File: src/rtl/can_bt_pkg.sv
package can_bt_pkg;
  localparam int BRP_W = 6;
  localparam int TS1_W = 4;
  localparam int TS2_W = 3;
  localparam int SJW_W = 2;
  localparam int CFG_W = 16;
  localparam int Q_W   = TS1_W + 2;

  typedef enum logic [1:0] {SEG_SYNC, SEG_PRE, SEG_POST} seg_e;

  typedef struct packed {
    logic [TS2_W-1:0] tseg2;
    logic [TS1_W-1:0] tseg1;
    logic [SJW_W-1:0] sjw;
    logic [BRP_W-1:0] brp;
  } timing_t;

  typedef struct packed {
    logic sampleStb;
    logic bitStb;
    logic restart;
  } strobe_t;
endpackage

File: src/rtl/can_bt_dp.sv
module can_bt_dp
  import can_bt_pkg::*;
#(
  parameter logic [CFG_W-1:0] RESET_CFG = 16'h2301
) (
  input  logic             clk,
  input  logic             rstN,
  input  logic             cfgWrEn,
  input  logic [CFG_W-1:0] cfgWrData,
  input  logic             ccEnable,
  input  logic             initMode,
  input  logic             rxIn,
  input  strobe_t          stb,
  output timing_t          cfg,
  output logic [CFG_W-1:0] cfgRdData,
  output logic             tqTick,
  output logic             fallEdge,
  output logic             bitValue
);
  localparam logic [CFG_W-1:0] RESV_MASK = {1'b0, {(CFG_W-1){1'b1}}};

  logic [CFG_W-1:0] cfgReg;
  logic [BRP_W-1:0] preCnt;
  logic             rxD1, rxD2;
  logic             wrOk;

  assign wrOk      = cfgWrEn & ccEnable & initMode;
  assign cfg       = timing_t'(cfgReg[CFG_W-2:0]);
  assign cfgRdData = cfgReg;
  assign tqTick    = (preCnt >= cfg.brp);
  assign fallEdge  = rxD2 & ~rxD1;

  always_ff @(posedge clk) begin
    if (!rstN) begin
      cfgReg <= RESET_CFG & RESV_MASK;
    end else if (wrOk) begin
      cfgReg <= cfgWrData & RESV_MASK;
    end
  end

  always_ff @(posedge clk) begin
    if (!rstN) begin
      preCnt <= '0;
    end else if (stb.restart || tqTick) begin
      preCnt <= '0;
    end else begin
      preCnt <= preCnt + 1'b1;
    end
  end

  always_ff @(posedge clk) begin
    if (!rstN) begin
      rxD1     <= 1'b1;
      rxD2     <= 1'b1;
      bitValue <= 1'b1;
    end else begin
      rxD1 <= rxIn;
      rxD2 <= rxD1;
      if (stb.sampleStb) bitValue <= rxD1;
    end
  end


  lock_hold_chk: assert property (@(posedge clk) disable iff (!rstN)
    !(cfgWrEn && ccEnable && initMode) |=> $stable(cfgRdData));


  wr_take_chk: assert property (@(posedge clk) disable iff (!rstN)
    (cfgWrEn && ccEnable && initMode) |=> cfgRdData == {1'b0, $past(cfgWrData[CFG_W-2:0])});


  bit_latch_chk: assert property (@(posedge clk) disable iff (!rstN)
    stb.sampleStb |=> bitValue == $past(rxIn, 2));
endmodule

File: src/rtl/can_bt_ctrl.sv
module can_bt_ctrl
  import can_bt_pkg::*;
(
  input  logic             clk,
  input  logic             rstN,
  input  logic [TS1_W-1:0] tseg1,
  input  logic [TS2_W-1:0] tseg2,
  input  logic [SJW_W-1:0] sjw,
  input  logic             tqTick,
  input  logic             fallEdge,
  input  logic             hardSyncReq,
  output strobe_t          stb
);
  seg_e           seg;
  logic [Q_W-1:0] qCnt, adj, newAdj, adjEff, rem;
  logic [Q_W-1:0] seg1Len, seg2Len, sjwLen;
  logic           synced, hardNow, resyncNow, seg1End, seg2End;

  assign seg1Len = Q_W'((tseg1 == '0) ? TS1_W'(1) : tseg1) + 1'b1;
  assign seg2Len = Q_W'(tseg2) + 1'b1;
  assign sjwLen  = Q_W'(sjw) + 1'b1;

  assign hardNow   = fallEdge & hardSyncReq;
  assign resyncNow = fallEdge & ~hardSyncReq & ~synced & (seg != SEG_SYNC);

  always_comb begin
    rem    = seg2Len - qCnt;
    newAdj = '0;
    if (seg == SEG_PRE) begin
      newAdj = ((qCnt + 1'b1) < sjwLen) ? qCnt + 1'b1 : sjwLen;
    end else if (seg == SEG_POST) begin
      newAdj = ((rem - 1'b1) < sjwLen) ? rem - 1'b1 : sjwLen;
    end
    adjEff = resyncNow ? newAdj : adj;
  end

  assign seg1End = tqTick && (seg == SEG_PRE)  && (qCnt >= seg1Len - 1'b1 + adjEff);
  assign seg2End = tqTick && (seg == SEG_POST) && ((qCnt + adjEff) >= seg2Len - 1'b1);

  assign stb.sampleStb = seg1End & ~hardNow;
  assign stb.bitStb    = seg2End & ~hardNow;
  assign stb.restart   = hardNow;

  always_ff @(posedge clk) begin
    if (!rstN) begin
      seg    <= SEG_SYNC;
      qCnt   <= '0;
      adj    <= '0;
      synced <= 1'b0;
    end else if (hardNow) begin
      seg    <= SEG_SYNC;
      qCnt   <= '0;
      adj    <= '0;
      synced <= 1'b1;
    end else begin
      if (resyncNow) begin
        adj    <= newAdj;
        synced <= 1'b1;
      end
      if (tqTick) begin
        case (seg)
          SEG_SYNC: begin
            seg  <= SEG_PRE;
            qCnt <= '0;
          end
          SEG_PRE: begin
            if (seg1End) begin
              seg  <= SEG_POST;
              qCnt <= '0;
              adj  <= '0;
            end else begin
              qCnt <= qCnt + 1'b1;
            end
          end
          default: begin
            if (seg2End) begin
              seg    <= SEG_SYNC;
              qCnt   <= '0;
              adj    <= '0;
              synced <= 1'b0;
            end else begin
              qCnt <= qCnt + 1'b1;
            end
          end
        endcase
      end
    end
  end


  strobe_excl_chk: assert property (@(posedge clk) disable iff (!rstN)
    !(stb.sampleStb && stb.bitStb));


  sample_to_post_chk: assert property (@(posedge clk) disable iff (!rstN)
    stb.sampleStb |=> seg == SEG_POST);


  hard_restart_chk: assert property (@(posedge clk) disable iff (!rstN)
    hardNow |=> (seg == SEG_SYNC) && (qCnt == '0));


  jump_limit_chk: assert property (@(posedge clk) disable iff (!rstN)
    resyncNow |=> adj <= $past(sjwLen));


  one_resync_chk: assert property (@(posedge clk) disable iff (!rstN)
    (synced && !stb.bitStb) |=> synced);
endmodule

File: src/rtl/can_bit_timer.sv
module can_bit_timer
  import can_bt_pkg::*;
#(
  parameter logic [15:0] RESET_CFG = 16'h2301
) (
  input  logic        clk,
  input  logic        rstN,
  input  logic        cfgWrEn,
  input  logic [15:0] cfgWrData,
  input  logic        ccEnable,
  input  logic        initMode,
  output logic [15:0] cfgRdData,
  input  logic        rxIn,
  input  logic        hardSyncReq,
  output logic        samplePulse,
  output logic        bitPulse,
  output logic        bitValue
);
  timing_t cfg;
  strobe_t stb;
  logic    tqTick, fallEdge;

  can_bt_dp #(.RESET_CFG(RESET_CFG)) u_dp (
    .clk(clk), .rstN(rstN), .cfgWrEn(cfgWrEn), .cfgWrData(cfgWrData),
    .ccEnable(ccEnable), .initMode(initMode), .rxIn(rxIn), .stb(stb),
    .cfg(cfg), .cfgRdData(cfgRdData), .tqTick(tqTick), .fallEdge(fallEdge),
    .bitValue(bitValue)
  );

  can_bt_ctrl u_ctrl (
    .clk(clk), .rstN(rstN), .tseg1(cfg.tseg1), .tseg2(cfg.tseg2), .sjw(cfg.sjw),
    .tqTick(tqTick), .fallEdge(fallEdge), .hardSyncReq(hardSyncReq), .stb(stb)
  );

  assign samplePulse = stb.sampleStb;
  assign bitPulse    = stb.bitStb;
endmodule

File: config.mk
export PLATFORM = sky130hd
export DESIGN_NAME = can_bit_timer
export DESIGN_NICKNAME = d
export VERILOG_FILES = /design/src/rtl/can_bt_pkg.sv /design/src/rtl/can_bt_dp.sv /design/src/rtl/can_bt_ctrl.sv /design/src/rtl/can_bit_timer.sv
export SDC_FILE = /design/constraint.sdc
export NUM_CORES = 1
export LEC_CHECK = 0
export ABC_AREA = 1
export CORE_UTILIZATION = 57
export DETAILED_ROUTE_END_ITERATION = 7
export PLACE_DENSITY = 0.85
export SLEW_MARGIN = 20
export SYNTH_ARGS = -nofsm -noshare
export SYNTH_HDL_FRONTEND = slang
export SYNTH_SLANG_ARGS = --single-unit
export TNS_END_PERCENT = 5
File: constraint.sdc
create_clock -name clk -period 15.9 [get_ports clk]
set_input_delay 3.975 -clock clk [delete_from_list [all_inputs] [get_ports clk]]
set_output_delay 3.975 -clock clk [all_outputs]
set_load 0.1 [all_outputs]
==> results.toml, run 1 <==
[outcome]
outcome = "complete, no violations"

[route]
drt_pass1_iterations = 5
top_layer = "met4"
avgRoutedWirePerCell_um = 12.93
wl_met3_um = 373
wl_um = 6400
drt_iter0_markers = 71
num_vias = 2594
vias_per_cell = 5.240
wl_met1_um = 2767
ant_nets = 0
drcViolationCount = 0
dr_wl_met2_um = 3102

[cts]
cts_setup_buffers = 0
htreeDepth = 2
clk_pin_slew_worst_paths_ps = 80
clock_sinks = 39
insertion_delay_ps = 300
cts_made_buffers = 5
clk_path_buf_depth = 2
cts_tree = "done"
cts_resized = 0
clockRootBuffer = "clkbuf_8"
cts_hold_buf = 0

[global_route]
grt_max_degree = 26
track_usage_pct = 27.02
grt_pass1_vias = 2487
overflow = 0
antenna_found_initial = 0
grt_pass1_wl_um = 10990

[synth]
yosys_warnings = 0
avgSynthCellArea_um2 = 7.314
yosysTopAreaCellShare_pct = 27.44
synth.distinct_cells = 39
synth_edf_count = 0
synthArstFlopShare_pct = 0
yosys-top-cells-count = "nand2_1 (72), inv_1 (64), dfxtp_1 (39), ha_1 (39), a21oi_1 (27)"
synth-main-ff-cell = "dfxtp_1"
synth_area_leaders = "dfxtp_1 (27%), ha_1 (17%), nand2_1 (9.5%)"
synth_area_um2 = 2845
yosysSeqAreaShare_pct = 27.44
yosysMostFrequentCell = "nand2_1"
synth_seq_cells = 39
synthesis.instances = 389
synth_largest_area_cell = "dfxtp_1"
synth_fp_nets = 454

[timing]
worst_pin_slew_ps = 978.1
hold_viol_final = 0
fin_setup_tns_ps = 0
finalCriticalPeriod_ps = 12440
fmax_ghz = 0.08038
slew_headroom_pct = 34.59
whs_ps = 438.9
drv_slew = 0
setup_viol = 0
rsz0062_at_grt = "false"
skew_ps = 6.806
period_share_pct = 78.25

[power]
pwr-share-seq_pct = 37.6
pwr-share-comb_pct = 31.9
p_per_area_nw_per_um2 = 84.40
intPower_mw = 0.1867
p_leak_nw = 1.624
switching_power_mw = 0.1004
ir_drop_mv = 0.06123
p_clk_share_pct = 30.4
p_sw_share_pct = 34.98

[floorplanning]
die_area_um2 = 5278
io_pins = 42
initial_core_util_pct = 59.84
rows = 25
core_area_um2 = 4755
die_h_um = 72.65
die_w_um = 72.65

[place]
gp_congestion = 0.8424
dp_hpwl_um = 5043
io_buffers = 39

[worst_setup_path]
worstPathArrival_ps = 8470
crit_fanout = 7
worst_setup_path_start_kind = "primary input"
worst-endpoint-required_ps = 11930
path_class = "primary input to output pin"
crit_path_end_kind = "output pin"

[cells_and_area]
fillers = 383
nets = 492
syn_to_final_growth_pct = 19.57
num_antenna_cells = 0
final_layout_size_suffix_gt1_share_pct = 7.477

[job]
maxCapViolations = 0

[worst_hold_path]
hold_class = "register to register"
[path summary, 6_finish.rpt]
check | from | to | slack [ps] | cells past startpoint
worst max-delay path | hardSyncReq | samplePulse | 3460 | 18
worst min-delay path | u_dp.rxD1$_SDFF_PN1_ | u_dp.rxD2$_SDFF_PN1_ | 440 | 2
worst min register to register | u_dp.rxD1$_SDFF_PN1_ | u_dp.rxD2$_SDFF_PN1_ | 440 | 2
worst max register to register | u_dp.cfgRdData[12]$_SDFFE_PN0P_ | u_ctrl.qCnt[2]$_SDFFE_PP0N_ | 10620 | 29
[cell usage in the layout, fill, tap and decap left out, types with 2 or more instances in the layout]
cell	instances
a21oi_1	27
clkbuf_8	6
clkdlybuf4s50_1	39
dfxtp_1	39
fa_1	3
ha_1	39
inv_1	64
inv_2	4
nand2_1	72
nand2_2	5
nand2_4	2
nand3_1	25
nand3_2	3
nand3b_1	2
nand4_1	8
nor2_1	26
nor3_1	3
o211ai_1	5
o21ai_0	13
o21ai_1	3
o22ai_1	5
or2_2	3
xnor2_1	5
xor2_1	11
[power groups by stage]
| stage | combinational, mW | clock (mW) | sequential [mW] |
|---|---|---|---|
| 3_3_place_gp | 0.0884 | 0 | 0.110 |
| 2_1_floorplan | 0.0562 | 0 | 0.123 |
| 6_report | 0.0917 | 0.0874 | 0.108 |
| 4_1_cts | 0.0920 | 0.0873 | 0.108 |
| 5_1_grt | 0.103 | 0.0913 | 0.109 |
| 3_5_place_dp | 0.0910 | 0 | 0.110 |
[per-layer routing]
metal  GRT usage (%)  vias to the layer above
met1           32.24                     1164
met2           48.91                       72
met3           4.420                       15
met5               0                        -
li1                -                     1343
met4           9.368                        0
[registers in the layout (all words and copies together), names as in the netlist]
register and flops:
u_ctrl.adj 6, u_ctrl.qCnt 6, u_ctrl.seg 2, u_ctrl.synced 1, u_dp.bitValue 1, u_dp.cfgRdData 15, u_dp.preCnt 6, u_dp.rxD1 1
u_dp.rxD2 1
[per-stage QoR]
stage               utilization, %  power [mW]  instance area [um2]  cells  worst slack (ps)
finish                       71.55      0.2871                 3402    495              3458
floorplan                        -      0.1792                 2845    389              4433
global placement             69.08      0.1983                 3284    487              3642
detailed placement           69.08      0.2012                 3284    487              3535
CTS                          71.55      0.2872                 3402    495              3455
global route                 71.55      0.3028                 3402    495              3274
[critical path: stages]
cell	delay, ps
clkdlybuf4s50_1	430
nor3_1	200
o21a_2	260
nand2_1	80
inv_1	50
nand2_1	70
nand2_1	110
ha_1	200
inv_1	70
fa_1	430
o21ai_0	280
xor2_1	130
ha_1	320
nand4_1	80
o211ai_1	290
nand3_2	190
nor2_1	140
clkdlybuf4s50_1	1140
[cell families (layout without fill, tap and decap cells)]
logic type	Yosys count	count (layout)	synth area share (%)
XOR/XNOR	16	16	4.925
AO/OA/AOI/OAI	60	60	12.18
multiplexers	1	1	0.3518
flip-flops	39	39	27.44
AND/OR/NAND/NOR	153	153	25.37
buffers and inverters	77	116	10.33
other	1	1	0.1318
adder cells (fa/ha/maj)	42	42	19.26
[cell type report]
| type | instances | area, um2 | area share, % |
|---|---|---|---|
| multi-input combinational | 273 | 1770 | 52.04 |
| sequential | 39 | 780.7 | 22.95 |
| timing repair buffer | 39 | 390.4 | 11.47 |
| inverter | 69 | 259.0 | 7.613 |
| tap | 67 | 83.83 | 2.464 |
| clock buffer | 6 | 82.58 | 2.427 |
| clock inverter | 2 | 35.03 | 1.030 |
No activity file was read; power rests on OpenSTA's default activity.
==> run 2: changes to the inputs <==
CORE_UTILIZATION = 50   (was 57)
PLACE_DENSITY = 0.79   (was 0.85)
clock period = 10.5 ns   (was 15.9 ns; I/O delays follow)
==> results.toml, run 2 (synthesis gave the netlist of run 1 again) <==
[worst_setup_path]
crit_path_cell_trace = "clkdlybuf4s50_1 > nor3_1 > o21a_2 > nand2_1 > inv_1 > nand2_1 > nand2_1 > ha_1 > inv_1 > fa_1 > o221ai_1 > xor2_1 > ha_1 > nand2_1 > o21a_1 > o211ai_1 > nand3_1 > nor2_1 > buf_4"
worstPathArrival_ps = 6210
crit_path_end_kind = "output pin"
crit_path_frequent_cell = "nand2_1"
path_class = "primary input to output pin"
worst-endpoint-required_ps = 7880
slowest_delay_ps = 440
crit_path_start = "hardSyncReq"
reg2reg_depth = 30
worst_setup_path_start_kind = "primary input"
r2r_start = "u_dp.cfgRdData[12]$_SDFFE_PN0P_"
ff2ff_setup_slack_ps = 5320
slowest_stage = "clkdlybuf4s50_1"
crit_fanout = 7

[timing]
rsz0062_at_grt = "false"
whs_ps = 430.4
setup_viol = 0
skew_ps = 6.383
hold_viol_final = 0
finalWorstSetupSlack_ps = 1664
drv_slew = 0
fin_setup_tns_ps = 0
fmax_ghz = 0.1132
worst_pin_slew_ps = 988.0
period_share_pct = 84.15
slew_headroom_pct = 33.93
finalCriticalPeriod_ps = 8836

[power]
intPower_mw = 0.2751
p_per_area_nw_per_um2 = 125.9
p_clk_share_pct = 29.2
pwr-share-seq_pct = 38.3
pwr-share-comb_pct = 32.5
p_leak_nw = 1.617
switching_power_mw = 0.1519
ir_drop_mv = 0.07691
p_sw_share_pct = 35.57

[cts]
cts_made_buffers = 5
clk_pin_slew_worst_paths_ps = 70
cts_resized = 0
htreeDepth = 2
cts_hold_buf = 0
cts_setup_buffers = 0
clockRootBuffer = "clkbuf_8"
clock_sinks = 39
insertion_delay_ps = 290
cts_tree = "done"
clk_path_buf_depth = 2

[place]
dp_hpwl_um = 5088
io_buffers = 39
dp_slack_ps = 1703
gp_congestion = 0.8872

[route]
avgRoutedWirePerCell_um = 12.62
top_layer = "met4"
wl_um = 6296
drt_iter0_markers = 145
vias_per_cell = 5.178
num_vias = 2584
drcViolationCount = 0
ant_nets = 0
dr_wl_met2_um = 2984
drt_pass1_iterations = 4
wl_met3_um = 229
wl_met1_um = 3001

[cells_and_area]
mostFrequentLayoutCell = "nand2_1"
syn_to_final_growth_pct = 19.22
regArea_um2 = 780.7
layout_common_cells = "nand2_1 (72), inv_1 (64), ha_1 (39), dfxtp_1 (39), clkdlybuf4s50_1 (37)"
fillers = 499
num_antenna_cells = 0
multiInputGateArea_um2 = 1770
largest_register_ffs = 15
nets = 492
final_layout_size_suffix_gt1_share_pct = 7.728

[floorplanning]
die_w_um = 77.44
rows = 27
initial_core_util_pct = 51.67
io_pins = 42
core_area_um2 = 5507
die_area_um2 = 5996
die_h_um = 77.44

[global_route]
antenna_found_initial = 0
grt_pass1_vias = 2598
grt_pass1_wl_um = 11200
track_usage_pct = 23.27
grt_max_degree = 26
overflow = 0

[worst_hold_path]
hold-path-cell-count = 2
hold_class = "register to register"
min_from = "u_dp.rxD1$_SDFF_PN1_"

[outcome]
outcome = "complete, no violations"

[job]
maxCapViolations = 0
-- run 2: per-stage QoR --
step	instance area [um2]	total power [mW]	utilization (%)	cells
global placement	3286	0.3010	59.67	492
detailed placement	3286	0.3049	59.67	492
floorplan	2845	0.2714	-	389
global route	3392	0.4525	61.60	499
finish	3392	0.4270	61.60	499
CTS	3392	0.4293	61.60	499
-- run 2: path summary, 6_finish.rpt --
check	end
setup / recovery	bitPulse
setup reg to reg	u_ctrl.qCnt[0]$_SDFFE_PP0N_
hold / removal	u_dp.rxD2$_SDFF_PN1_
hold reg to reg	u_dp.rxD2$_SDFF_PN1_
-- run 2: worst max-delay path, delay by kind of cell --
family,cells,cell delay [ps]
AOI/OAI and AO/OA,4,830
xor gates and xnor gates,1,110
adders and majority gates,3,880
buffers and inverters,4,870
and+or+nand+nor,7,900
-- run 2: final cells by class --
cell class	count	area share [%]
clock buffers	5	2.029
clock inverters	2	1.107
inverters	69	7.636
multi-input cells	273	52.19
flip-flops and latches	39	23.02
well taps	72	2.656
repair buffers	39	11.36
-- run 2: power groups by stage --
| stage | Clock [mW] | Combinational (mW) | Sequential (mW) |
|---|---|---|---|
| floorplan | 0 | 0.0851 | 0.186 |
| global placement | 0 | 0.135 | 0.166 |
| detailed placement | 0 | 0.138 | 0.167 |
| CTS | 0.127 | 0.139 | 0.163 |
| global route | 0.131 | 0.157 | 0.165 |
| finish | 0.125 | 0.139 | 0.164 |
-- run 2: per-layer routing --
| layer | vias up | global-route usage, % |
|---|---|---|
| met5 | - | 0 |
| met4 | 0 | 7.170 |
| met3 | 10 | 3.647 |
| met2 | 69 | 41.95 |
| met1 | 1165 | 28.10 |
| li1 | 1340 | - |
==> run 3: changes to the inputs <==
clock period = 7.4 ns   (was 10.5 ns; I/O delays follow)
==> results.toml, run 3 (synthesis gave the netlist of run 1 again) <==
[worst_setup_path]
cp-endpoint = "bitPulse"
crit_fanout = 7
crit-reg2reg-capture = "u_ctrl.qCnt[0]$_SDFFE_PP0N_"
worst_setup_path_start_kind = "primary input"
path_class = "primary input to output pin"
ff2ff_setup_slack_ps = 2240
worst-endpoint-required_ps = 5550
crit_path_start = "hardSyncReq"
crit_path_frequent_cell = "nand2_1"
worstPathArrival_ps = 5340
reg2reg_depth = 27
slowest_stage = "clkdlybuf4s50_1"
crit_path_end_kind = "output pin"
r2r_start = "u_dp.cfgRdData[12]$_SDFFE_PN0P_"
slowest_delay_ps = 430
crit_path_cell_trace = "clkdlybuf4s50_1 > nor3_1 > o21a_2 > nand2_1 > inv_1 > nand2_1 > nand2_1 > ha_1 > inv_1 > fa_1 > o221ai_1 > xor2_1 > ha_1 > nand2_1 > o21a_1 > o211ai_1 > nand3_2 > nor2_2 > buf_12"

[route]
drcViolationCount = 0
vias_per_cell = 5.186
wl_um = 6373
drt_pass1_iterations = 4
drt_iter0_markers = 111
ant_nets = 0
num_vias = 2598
avgRoutedWirePerCell_um = 12.72

[cells_and_area]
mostFrequentLayoutCell = "nand2_1"
layout_common_cells = "nand2_1 (72), inv_1 (64), ha_1 (39)"
final-instance-count-excl-fill = 501
final_layout_size_suffix_gt1_share_pct = 8.858
largest_register_ffs = 15
num_antenna_cells = 0
utilization_pct = 62.03
nets = 493
syn_to_final_growth_pct = 20.05
fillers = 485

[floorplanning]
die_h_um = 77.44
rows = 27
core_area_um2 = 5507
die_area_um2 = 5996
die_w_um = 77.44
io_pins = 42
initial_core_util_pct = 51.67

[cts]
cts_made_buffers = 5
clock_sinks = 39
cts_hold_buf = 0
cts_tree = "done"
htreeDepth = 2
clk_pin_slew_worst_paths_ps = 80
clk_path_buf_depth = 2
clockRootBuffer = "clkbuf_8"
insertion_delay_ps = 290

[global_route]
use_met2_pct = 41.59
grt_pass1_vias = 2521
antenna_found_initial = 0
grtUsageMet3_pct = 3.529
track_usage_pct = 22.95
grt-busiest-layer = "met2"
grt_pass1_wl_um = 10960
grt_max_degree = 26
grt.met1_usage_pct = 28.07
overflow = 0

[timing]
finalWorstSetupSlack_ps = 209.0
whs_ps = 432.3
period_share_pct = 97.18
drv_slew = 0
slew_headroom_pct = 34.13
fmax_ghz = 0.1391
skew_ps = 3.495
setup_viol = 0
finalCriticalPeriod_ps = 7191
worst_pin_slew_ps = 984.9
hold_viol_final = 0
fin_setup_tns_ps = 0
rsz0062_at_grt = "false"

[place]
io_buffers = 39
dp_cells = 493
dp_hpwl_um = 5122
dp_slack_ps = 198.0
gp_congestion = 0.8590

[power]
p_leak_nw = 1.617
ir_drop_mv = 0.1106
p_per_area_nw_per_um2 = 169.3

[worst_hold_path]
hold_class = "register to register"

[outcome]
outcome = "complete, no violations"

[job]
maxCapViolations = 0
==> run 3: area by class of cell <==
cell class / instances / area, um2 / area share [%]
clock buffer: 5 / 68.82 / 2.015
clock inverter: 3 / 20.02 / 0.5861
inverter: 69 / 259.0 / 7.582
multi-input combinational: 273 / 1778 / 52.05
sequential: 39 / 782.0 / 22.89
tap: 72 / 90.09 / 2.637
timing repair buffer: 40 / 417.9 / 12.23
==> run 3: report_power, final <==
group          total, mW  internal, mW  switching (mW)
sequential         0.232         0.221          0.0110
combinational      0.199        0.0708           0.128
clock              0.147        0.0656          0.0816
==> run 3: stage by stage <==
stage / power (mW) / instance area [um2]
6_report: 0.5782 / 3416
5_1_grt: 0.6132 / 3416
4_1_cts: 0.5800 / 3410
3_5_place_dp: 0.4322 / 3321
3_3_place_gp: 0.4269 / 3321
2_1_floorplan: 0.3851 / 2848
==> run 3: routing by layer <==
layer  up-vias  wire length, um
li1       1350                -
met1      1176             2922
met2        65             3110
met3         7              259
met4         0               80
met5         -                0
==> run 3: what timing repair did <==
item	CTS	global route
setup endpoints to repair	0	2
buffers inserted	0	0
gates resized for setup	0	2
==> run 3: critical path: cells and delay by family <==
kind / cells / cell delay (ps)
and+or+nand+nor: 7 / 900
AOI/OAI and AO/OA: 4 / 860
buffers and inverters: 4 / 750
xor gates and xnor gates: 1 / 110
adders and majority gates: 3 / 870
==> run 3: worst min-delay path by stage <==
stage	cells after the start	from	to
floorplan	2	u_dp.rxD1$_SDFF_PN1_	u_dp.rxD2$_SDFF_PN1_
global placement	2	u_dp.rxD1$_SDFF_PN1_	u_dp.rxD2$_SDFF_PN1_
detailed placement	2	u_dp.rxD1$_SDFF_PN1_	u_dp.rxD2$_SDFF_PN1_
CTS	2	u_dp.rxD1$_SDFF_PN1_	u_dp.rxD2$_SDFF_PN1_
global route	2	u_dp.rxD1$_SDFF_PN1_	u_dp.rxD2$_SDFF_PN1_
finish	2	u_dp.rxD1$_SDFF_PN1_	u_dp.rxD2$_SDFF_PN1_
